$ cat src/rtl/pwm_cmp_pkg.sv
package pwm_cmp_pkg;
  localparam int unsigned CMP_W = 16;
  localparam int unsigned BUS_W = 32;

  typedef logic [CMP_W-1:0] cmp_t;

  // Compare hit: counter equal to threshold and threshold reachable within the period.
  function automatic logic cmp_hit(input cmp_t cnt, input cmp_t thr, input cmp_t per);
    return (cnt == thr) && (thr <= per);
  endfunction

  // Commit decision at a counter zero for the selected policy.
  function automatic logic commit_due(input logic zero, input logic pending,
                                      input logic global_mode, input logic armed);
    return zero && pending && (!global_mode || armed);
  endfunction

  // Bus read word built from the pending value.
  function automatic logic [BUS_W-1:0] read_word(input cmp_t v);
    return {{(BUS_W-CMP_W){1'b0}}, v};
  endfunction
endpackage

$ cat src/rtl/cmp_pending_buf.sv
module cmp_pending_buf
  import pwm_cmp_pkg::*;
(
  input  logic             clk,
  input  logic             rst_n,
  input  logic             wr_en,
  input  logic [BUS_W-1:0] wr_data,
  input  logic             sync_req,
  input  logic             commit,
  output cmp_t             pend_val,
  output logic             pend_flag,
  output logic             arm_q
);
  always_ff @(posedge clk) begin
    if (!rst_n) begin
      pend_val  <= '0;
      pend_flag <= 1'b0;
      arm_q     <= 1'b0;
    end else begin
      if (wr_en) pend_val <= wr_data[CMP_W-1:0];
      if (wr_en)       pend_flag <= 1'b1;
      else if (commit) pend_flag <= 1'b0;
      if (commit)                      arm_q <= 1'b0;
      else if (sync_req && pend_flag)  arm_q <= 1'b1;
    end
  end

  p_write_sets_pend_r3: assert property (@(posedge clk) disable iff (!rst_n)
    wr_en |=> pend_flag);
  p_commit_clears_pend_r3: assert property (@(posedge clk) disable iff (!rst_n)
    (commit && !wr_en) |=> !pend_flag);
  p_write_stores_r2: assert property (@(posedge clk) disable iff (!rst_n)
    wr_en |=> pend_val == $past(wr_data[CMP_W-1:0]));
  p_idle_request_dropped_r6: assert property (@(posedge clk) disable iff (!rst_n)
    (!arm_q && !pend_flag) |=> !arm_q);
endmodule

$ cat src/rtl/cmp_active_stage.sv
module cmp_active_stage
  import pwm_cmp_pkg::*;
(
  input  logic clk,
  input  logic rst_n,
  input  logic cnt_zero,
  input  logic pend_flag,
  input  logic arm_q,
  input  logic upd_global,
  input  cmp_t pend_val,
  output logic commit,
  output cmp_t active_val
);
  assign commit = commit_due(cnt_zero, pend_flag, upd_global, arm_q);

  always_ff @(posedge clk) begin
    if (!rst_n)      active_val <= '0;
    else if (commit) active_val <= pend_val;
  end

  p_hold_without_zero_r4: assert property (@(posedge clk) disable iff (!rst_n)
    !cnt_zero |=> $stable(active_val));
  p_global_waits_r5: assert property (@(posedge clk) disable iff (!rst_n)
    (upd_global && !arm_q) |=> $stable(active_val));
  p_commit_takes_pending_r10: assert property (@(posedge clk) disable iff (!rst_n)
    commit |=> active_val == $past(pend_val));
endmodule

$ cat src/rtl/cmp_match_det.sv
module cmp_match_det
  import pwm_cmp_pkg::*;
(
  input  logic clk,
  input  logic rst_n,
  input  cmp_t cnt_val,
  input  cmp_t period_val,
  input  cmp_t active_val,
  output logic hit,
  output logic match_pulse
);
  logic hit_q;

  assign hit = cmp_hit(cnt_val, active_val, period_val);

  always_ff @(posedge clk) begin
    if (!rst_n) begin
      hit_q       <= 1'b0;
      match_pulse <= 1'b0;
    end else begin
      hit_q       <= hit;
      match_pulse <= hit && !hit_q;
    end
  end

  p_single_cycle_r8: assert property (@(posedge clk) disable iff (!rst_n)
    match_pulse |=> !match_pulse);
  p_pulse_needs_equal_r8: assert property (@(posedge clk) disable iff (!rst_n)
    match_pulse |-> $past(cnt_val) == $past(active_val));
  p_over_period_silent_r9: assert property (@(posedge clk) disable iff (!rst_n)
    match_pulse |-> $past(active_val) <= $past(period_val));
endmodule

$ cat src/rtl/pwm_cmp_channel.sv
module pwm_cmp_channel
  import pwm_cmp_pkg::*;
(
  input  logic             clk,
  input  logic             rst_n,
  input  logic             wr_en,
  input  logic [BUS_W-1:0] wr_data,
  output logic [BUS_W-1:0] rd_data,
  input  logic             upd_global,
  input  logic             sync_req,
  input  logic [CMP_W-1:0] cnt_val,
  input  logic             cnt_zero,
  input  logic [CMP_W-1:0] period_val,
  output logic [CMP_W-1:0] active_cmp,
  output logic             pend_flag,
  output logic             match_pulse
);
  cmp_t pend_val;
  logic arm_q;
  logic commit;
  logic hit;

  cmp_pending_buf u_buf (
    .clk, .rst_n, .wr_en, .wr_data, .sync_req, .commit,
    .pend_val, .pend_flag, .arm_q
  );

  cmp_active_stage u_act (
    .clk, .rst_n, .cnt_zero, .pend_flag, .arm_q, .upd_global,
    .pend_val, .commit, .active_val(active_cmp)
  );

  cmp_match_det u_match (
    .clk, .rst_n, .cnt_val, .period_val, .active_val(active_cmp),
    .hit, .match_pulse
  );

  assign rd_data = read_word(pend_val);

  p_reset_state_r1: assert property (@(posedge clk)
    !rst_n |=> (active_cmp == '0 && !pend_flag && !match_pulse && rd_data == '0));
endmodule

$ cat config.mk
export PLATFORM = sky130hd
export DESIGN_NAME = pwm_cmp_channel
export DESIGN_NICKNAME = d
export VERILOG_FILES = /design/src/rtl/pwm_cmp_pkg.sv /design/src/rtl/cmp_pending_buf.sv /design/src/rtl/cmp_active_stage.sv /design/src/rtl/cmp_match_det.sv /design/src/rtl/pwm_cmp_channel.sv
export SDC_FILE = /design/constraint.sdc
export NUM_CORES = 1
export LEC_CHECK = 0
export ABC_AREA = 1
export BUFFER_PORTS_ARGS = -buffer_cell sky130_fd_sc_hd__buf_2
export CAP_MARGIN = 20
export CORE_MARGIN = 4
export CORE_UTILIZATION = 30
export DETAILED_ROUTE_END_ITERATION = 8
export SYNTH_ARGS = -nofsm -noshare
export SYNTH_HDL_FRONTEND = slang
export SYNTH_SLANG_ARGS = --single-unit
$ cat constraint.sdc
create_clock -name clk -period 3.25 [get_ports clk]
set_input_delay 0.325 -clock clk [delete_from_list [all_inputs] [get_ports clk]]
set_output_delay 0.325 -clock clk [all_outputs]
set_load 0.005 [all_outputs]
==> PnR_summary.wiki, run 1 <==
{| class="wikitable"
! Metric !! Value
|-
| Outcome || finished, final reports clean
|-
| Number of nets with antenna violations after detailed routing || 0
|-
| Router iterations before antenna repair || 4
|-
| # H-tree levels || 2
|-
| Global-route usage over all layers || 13.5%
|-
| Number of failing hold endpoints at the final stage || 0
|-
| Layout area overhead || 27.4%
|-
| Detailed-route wire length per cell || 11.8 um
|-
| Leak Pwr || 1.45 nW
|-
| Yosys warnings || 0
|-
| Startpoint kind of the worst setup timing path || flop
|-
| Number of synthesized register bits || 36
|-
| CTS buffer count || 5
|-
| Share of Yosys cell area claimed by the top area cell type || 35.9%
|-
| Worst setup path endpoint || u_match.hit_q
|-
| Synthesized netlist cell count || 290
|-
| Final antenna diode count || 0
|-
| Worst path slowest cell || sky130_fd_sc_hd__dfxtp_1
|-
| Critical Path Sink Type || flop
|-
| Crit path time final || 1.51 ns
|-
| Distinct cells, synth || 25
|-
| Starting density of the core || 31.3%
|-
| Critical path data required time || 3.44 ns
|-
| Final WL || 5350 um
|-
| Die footprint || 8070 um2
|-
| Vias post-DR || 1,977
|-
| Dominant cell type by area after synthesis || sky130_fd_sc_hd__dfxtp_1
|-
| Area of the mapped netlist || 2010 um2
|-
| Share of flip-flops with an asynchronous set or reset after synthesis || 0%
|-
| Die Ht || 89.8 um
|-
| Unrepaired setup endpoints after global routing || no
|-
| Reg2reg start || u_act.active_val[15]
|-
| Clock sink count || 36
|-
| PD cells || 411 nW/um2
|-
| Worst hold-check slack || 0.259 ns
|-
| Share of layout cells above drive strength 1 || 27.6%
|-
| Maximum count of clock buffers along a single path || 2
|-
| Cell-by-cell listing of the critical path || ha_1, nand2_1, nor3_1, nand2_1, nand2_1, nand2_1, nand2_1, inv_1
|-
| Count of standard-cell rows || 29
|-
| HPWL Detailed || 4330 um
|-
| Leading cell type by number of instances after synthesis || sky130_fd_sc_hd__nor2_1
|-
| Area of the core region || 6420 um2
|-
| Vias in the first global route || 1,895
|-
| Die W || 89.8 um
|-
| FF-to-FF path depth || 8
|-
| CTS tree || yes
|-
| Initial antenna violation count || 0
|-
| Placed instance area || 2450 um2
|-
| Commonest register cell after synthesis || sky130_fd_sc_hd__dfxtp_1
|-
| Worst Min Path Start || wr_data[4]
|-
| Number of top-level pins || 120
|-
| IO buf count || 87
|-
| Maximum single-stage delay on the critical path || 0.37 ns
|-
| Post-layout net count || 462
|-
| Remaining routing DRC violations || 0
|-
| Register area share after synthesis || 35.9%
|-
| Tcrit/Tclk final || 46.6%
|-
| R2r endpoint || u_match.hit_q
|-
| IR drop worst, VDD || 0.234 mV
|-
| Via-per-instance ratio || 4.35
|-
| Largest cells by area after synthesis || sky130_fd_sc_hd__dfxtp_1 36%, sky130_fd_sc_hd__nor2_1 12%, sky130_fd_sc_hd__ha_1 10%, sky130_fd_sc_hd__o21ai_0 8.0%, sky130_fd_sc_hd__nand2_1 6.5%
|-
| Initial drt markers || 43
|-
| CP Data Arrival Time || 1.70 ns
|-
| Wire length of the first global-routing pass || 8980 um
|-
| Hold/Removal Path Class || input port to flop
|-
| Setup_tns || 0 ns
|-
| Top cells by instance count after synthesis || 62 x sky130_fd_sc_hd__nor2_1, 36 x sky130_fd_sc_hd__dfxtp_1, 35 x sky130_fd_sc_hd__nand2_1
|-
| Clock slew at reported path FFs || 0.07 ns
|-
| Final setup violating endpoints || 0
|-
| Top fanout value on the critical path || 5
|-
| Count of final max-slew check failures || 0
|-
| Fmax || 0.661 GHz
|-
| Critical path origin || u_act.active_val[15]
|-
| Final Skew || 0.00386 ns
|-
| Category of the critical setup timing path || flop to flop
|-
| Worst-skew pair later-pin latency || 0.28 ns
|-
| Master cell of the clock root buffer || sky130_fd_sc_hd__clkbuf_8
|-
| Total setup buffers inserted after CTS || 0
|-
| Syn avg cell area || 6.92 um2
|-
| Maximum number of pins on one net before global-route repair || 34
|-
| Post-route cell area || 2560 um2
|-
| Cts hold-fix bufs || 0
|-
| Final GP Congestion || 0.866
|-
| Number of flops mapped to enable cells by yosys || 0
|-
| Slack of the critical path || 1.74 ns
|-
| Total grt overflow || 0
|-
| Most common cell on crit path || sky130_fd_sc_hd__nand2_1
|-
| Number of max-cap violations || 0
|-
| Reg-to-reg setup timing slack || 1.74 ns
|-
| Setup WS pre-CTS || 1.66 ns
|-
| Count of cells resized by post-cts repair || 0
|}
-- cell type report --
type / count / area (um2)
Clock buffer: 6 / 72.6
Multi-Input combinational cell: 205 / 1040
Tap cell: 77 / 96.3
Inverter: 40 / 150
Clock inverter: 2 / 35.0
Timing Repair Buffer: 88 / 443
Sequential cell: 36 / 721
Fill cell: 723 / 3860
-- power breakdown --
part	leakage (nW)	switching (mW)	internal, mW
logic	1.10	0.0948	0.0799
clock network	0.0552	0.159	0.228
registers	0.296	0.0248	0.467
total	1.45	0.278	0.774
-- sequential cells by signal (all words and copies together) (netlist names) --
register and flops:
u_act.active_val 16, u_buf.pend_val 16, u_buf.arm_q 1, u_buf.pend_flag 1, u_match.hit_q 1, u_match.match_pulse 1
-- cells in the final DEF, fill, tap and decap left out, types with 3 or more instances in the layout --
cell / count
sky130_fd_sc_hd__o21ai_0: 32
sky130_fd_sc_hd__ha_1: 16
sky130_fd_sc_hd__nor2_1: 62
sky130_fd_sc_hd__nand2_1: 35
sky130_fd_sc_hd__inv_2: 5
sky130_fd_sc_hd__clkbuf_8: 5
sky130_fd_sc_hd__o21ai_1: 7
sky130_fd_sc_hd__conb_1: 16
sky130_fd_sc_hd__buf_2: 87
sky130_fd_sc_hd__a21oi_1: 15
sky130_fd_sc_hd__nand3_1: 6
sky130_fd_sc_hd__inv_1: 34
sky130_fd_sc_hd__dfxtp_1: 36
sky130_fd_sc_hd__xnor2_1: 3
-- cells by family after synthesis --
| group | count (synthesis) | share of synthesized area [%] |
|---|---|---|
| and+or+nand+nor | 110 | 21.7 |
| adders and majority gates | 16 | 9.97 |
| other | 1 | 0.187 |
| xor gates and xnor gates | 5 | 2.18 |
| DFF | 36 | 35.9 |
| AOI/OAI and AO/OA | 58 | 15.0 |
| buffers and inverters | 64 | 15.1 |
-- through the flow --
| stage | util (%) | power (mW) | cells |
|---|---|---|---|
| finish | 39.8 | 1.05 | 454 |
| global route | 39.8 | 1.11 | 454 |
| CTS | 39.8 | 1.07 | 454 |
| detailed placement | 38.2 | 0.679 | 446 |
| global placement | 38.2 | 0.675 | 446 |
| floorplan | - | 0.607 | 305 |
-- worst max-delay path: cells and delay by family, from the launching register on --
family,cells,cell delay [ns]
fa+ha+maj,1,0.31
buf+inv,1,0.04
flops,1,0.37
simple gates,6,0.70
-- worst min-delay path by stage --
stage,endpoint,cells after the start,slack [ns]
2_1_floorplan,u_match.match_pulse,1,0.38
3_3_place_gp,u_match.match_pulse,1,0.39
3_5_place_dp,u_match.match_pulse,1,0.39
4_1_cts,u_buf.pend_val[1],3,0.25
5_1_grt,u_buf.pend_val[1],3,0.26
6_report,u_buf.pend_val[4],3,0.26
-- metal layers --
layer,GRT usage (%),share of wire (%),vias to the layer above
met5,0,0,-
met4,4.21,1.9,0
met3,4.09,6.6,9
met2,21.5,44,66
met1,17.7,48,845
li1,-,-,1057
(Power assumes the default switching activity.)
==> inputs of run 2 (changes only) <==
- clock period: 3.25 -> 1.45 ns (I/O delays scaled with it)
==> PnR_summary.wiki, run 2 (synthesis gave the netlist of run 1 again) <==
{| class="wikitable"
! Metric !! Value
|-
| Post-layout net count || 474 (+2.6%)
|-
| Vias post-DR || 2,041 (+3.2%)
|-
| Register area || 727 um2 (+0.87%)
|-
| Detailed-route wire length per cell || 12.5 um (+6.2%)
|-
| Number of nets with antenna violations after detailed routing || 0 (unchanged)
|-
| Outcome || finished, final reports clean
|-
| Final setup violating endpoints || 0 (unchanged)
|-
| Worst path slowest cell || sky130_fd_sc_hd__dfxtp_2
|-
| Count of final max-slew check failures || 0 (unchanged)
|-
| Layout area overhead || 38.7%
|-
| Die footprint || 8070 um2 (unchanged)
|-
| Startpoint kind of the worst setup timing path || flop
|-
| Area of the core region || 6420 um2 (unchanged)
|-
| Clock sink count || 36 (unchanged)
|-
| Crit path time final || 1.35 ns (-0.166 ns)
|-
| Largest registers in the final layout || u_act.active_val: 16 flops, u_buf.pend_val: 16 flops
|-
| Maximum number of pins on one net before global-route repair || 33 (-2.9%)
|-
| Critical path data required time || 1.63 ns (-1.81 ns)
|-
| Count of cells resized by post-cts repair || 0 (unchanged)
|-
| Final antenna diode count || 0 (unchanged)
|-
| Worst-skew pair later-pin latency || 0.29 ns (about the same)
|-
| Final Skew || 0.00975 ns (+0.00588 ns)
|-
| Cell-internal power || 2.12 mW (+170%)
|-
| Master cell of the clock root buffer || sky130_fd_sc_hd__clkbuf_8
|-
| CTS tree || yes
|-
| Power consumption || 2.78 mW (+160%)
|-
| Maximum count of clock buffers along a single path || 2 (unchanged)
|-
| PD cells || 997 nW/um2 (+140%)
|-
| Number of top-level pins || 120 (unchanged)
|-
| FF-to-FF path depth || 8 (unchanged)
|-
| Final non-filler cell total || 466 (+2.6%)
|-
| Relative contribution of combinational cells to total power || 16.4% (-0.2 points)
|-
| Total grt overflow || 0 (unchanged)
|-
| Area occupied by multi-input gates || 1120 um2 (+7.6%)
|-
| Hold Path End || u_buf.pend_val[4]
|-
| Wire length of the first global-routing pass || 9230 um (+2.9%)
|-
| Clock slew at reported path FFs || 0.08 ns (about the same)
|-
| Category of the critical setup timing path || flop to flop
|-
| Tcrit/Tclk final || 93.0% (+46 points)
|-
| CP Data Arrival Time || 1.53 ns (-0.17 ns)
|-
| Final WL || 5830 um (+9.0%)
|-
| Die W || 89.8 um (unchanged)
|-
| Critical Path Sink Type || flop
|-
| Post-Route Utilization || 43.4% (+3.5 points)
|-
| Cts hold-fix bufs || 0 (unchanged)
|-
| Switching power total || 659 uW (+140%)
|-
| Worst Min Path Start || wr_data[4]
|-
| Min-Delay Path Depth || 3 (unchanged)
|-
| Count of standard-cell rows || 29 (unchanged)
|-
| Starting density of the core || 31.3% (unchanged)
|-
| Die Ht || 89.8 um (unchanged)
|-
| Reg2reg start || u_act.active_val[11]
|-
| Crit-path leading delay family || simple AND/OR/NAND/NOR gates
|-
| Setup_tns || 0 ns (unchanged)
|-
| Most common cell on crit path || sky130_fd_sc_hd__nand2_1
|-
| Proportion of power drawn by flip-flops and latches || 39.4% (-7.3 points)
|-
| Leak Pwr || 1.54 nW (+5.9%)
|-
| Fmax || 0.742 GHz (+12%)
|-
| Leading cell types in the layout, fill and taps excluded || 87 x sky130_fd_sc_hd__buf_2, 61 x sky130_fd_sc_hd__nor2_1, 34 x sky130_fd_sc_hd__inv_1
|-
| Global-route usage over all layers || 14.0% (+0.51 points)
|-
| Vias in the first global route || 1,872 (-1.2%)
|-
| Cell-by-cell listing of the critical path || ha_4, nand4_1, nor3_2, nand2_1, nand2_1, nand2_1, nand2_2, inv_1
|-
| WP buf/inv || 1 (unchanged)
|-
| Reg-to-reg setup timing slack || 0.10 ns (-1.63 ns)
|-
| IO buf count || 87 (unchanged)
|-
| IR drop worst, VDD || 0.484 mV (+110%)
|-
| Maximum single-stage delay on the critical path || 0.34 ns (-0.03 ns)
|-
| Top fanout value on the critical path || 3 (-2)
|-
| Leading cell type in the layout, fill and taps excluded || sky130_fd_sc_hd__buf_2
|-
| Initial drt markers || 93 (+120%)
|-
| CTS buffer count || 5 (unchanged)
|-
| Instance count after placement with tap cells included || 458 (+2.7%)
|-
| Router iterations before antenna repair || 4 (unchanged)
|-
| Hold/Removal Path Class || input port to flop
|-
| Clock power share || 44.2% (+7.5 points)
|-
| Initial antenna violation count || 0 (unchanged)
|-
| Number of max-cap violations || 0 (unchanged)
|-
| R2r endpoint || u_match.hit_q
|-
| Final GP Congestion || 0.820 (-5.3%)
|-
| Number of filler cells placed in the layout || 684 (-5.4%)
|-
| Number of failing hold endpoints at the final stage || 0 (unchanged)
|-
| Remaining routing DRC violations || 0 (unchanged)
|-
| Via-per-instance ratio || 4.38 (+0.58%)
|-
| Total setup buffers inserted after CTS || 0 (unchanged)
|-
| # H-tree levels || 2 (unchanged)
|-
| Switching share of total power || 23.7% (-2.7 points)
|-
| HPWL Detailed || 4630 um (+7.0%)
|-
| Share of layout cells above drive strength 1 || 33.4% (+5.8 points)
|}
-- run 2: cell types whose count changed in the layout (fill, tap and decap cells not counted), moves of 3 or more --
cell                      delta
sky130_fd_sc_hd__buf_4      +12
sky130_fd_sc_hd__ha_1        -5
sky130_fd_sc_hd__ha_4        +5
sky130_fd_sc_hd__dfxtp_1     -3
-- run 2: layer usage --
layer | global-route usage, % | wire length [um]
met1 | 18.3 | 2660
met2 | 22.6 | 2640
met3 | 4.09 | 491
met4 | 3.96 | 44
met5 | 0 | 0
-- run 2: tightest hold or removal path, stage by stage --
cell,delay (ns)
sky130_fd_sc_hd__buf_2,0.07
sky130_fd_sc_hd__nor2_1,0.03
sky130_fd_sc_hd__nor2_1,0.08
-- run 2: power groups by stage --
| stage | logic, mW | registers (mW) | clock network, mW |
|---|---|---|---|
| 2_1_floorplan | 0.246 | 1.11 | 0 |
| 3_3_place_gp | 0.431 | 1.11 | 0 |
| 3_5_place_dp | 0.437 | 1.11 | 0 |
| 4_1_cts | 0.440 | 1.09 | 1.25 |
| 5_1_grt | 0.523 | 1.10 | 1.29 |
| 6_report | 0.456 | 1.09 | 1.23 |
-- run 2: area by class of cell --
| cell class | count | share of cell area, % |
|---|---|---|
| timing repair buffer | 100 | 19.1 |
| inverter | 40 | 5.39 |
| multi-input combinational | 205 | 40.2 |
| clock buffer | 5 | 2.47 |
| clock inverter | 3 | 3.23 |
| tap | 77 | 3.46 |
| sequential | 36 | 26.1 |
-- run 2: worst max path at each step --
stage | start | endpoint | cells past startpoint
6_report | u_act.active_val[11] | u_match.hit_q | 8
5_1_grt | u_act.active_val[11] | u_match.hit_q | 8
4_1_cts | u_act.active_val[11] | u_match.hit_q | 8
3_5_place_dp | u_act.active_val[11] | u_match.hit_q | 8
3_3_place_gp | u_act.active_val[11] | u_match.hit_q | 8
2_1_floorplan | u_act.active_val[15] | u_match.hit_q | 8
-- run 2: through the flow --
step | worst slack [ns] | area, um2 | hold slack (ns)
global placement | 0.0664 | 2540 | 0.369
finish | 0.102 | 2790 | 0.0756
global route | -0.00133 | 2790 | 0.0740
detailed placement | 0.0270 | 2540 | 0.372
floorplan | 0.166 | 2060 | 0.279
CTS | 0.0131 | 2700 | 0.0684
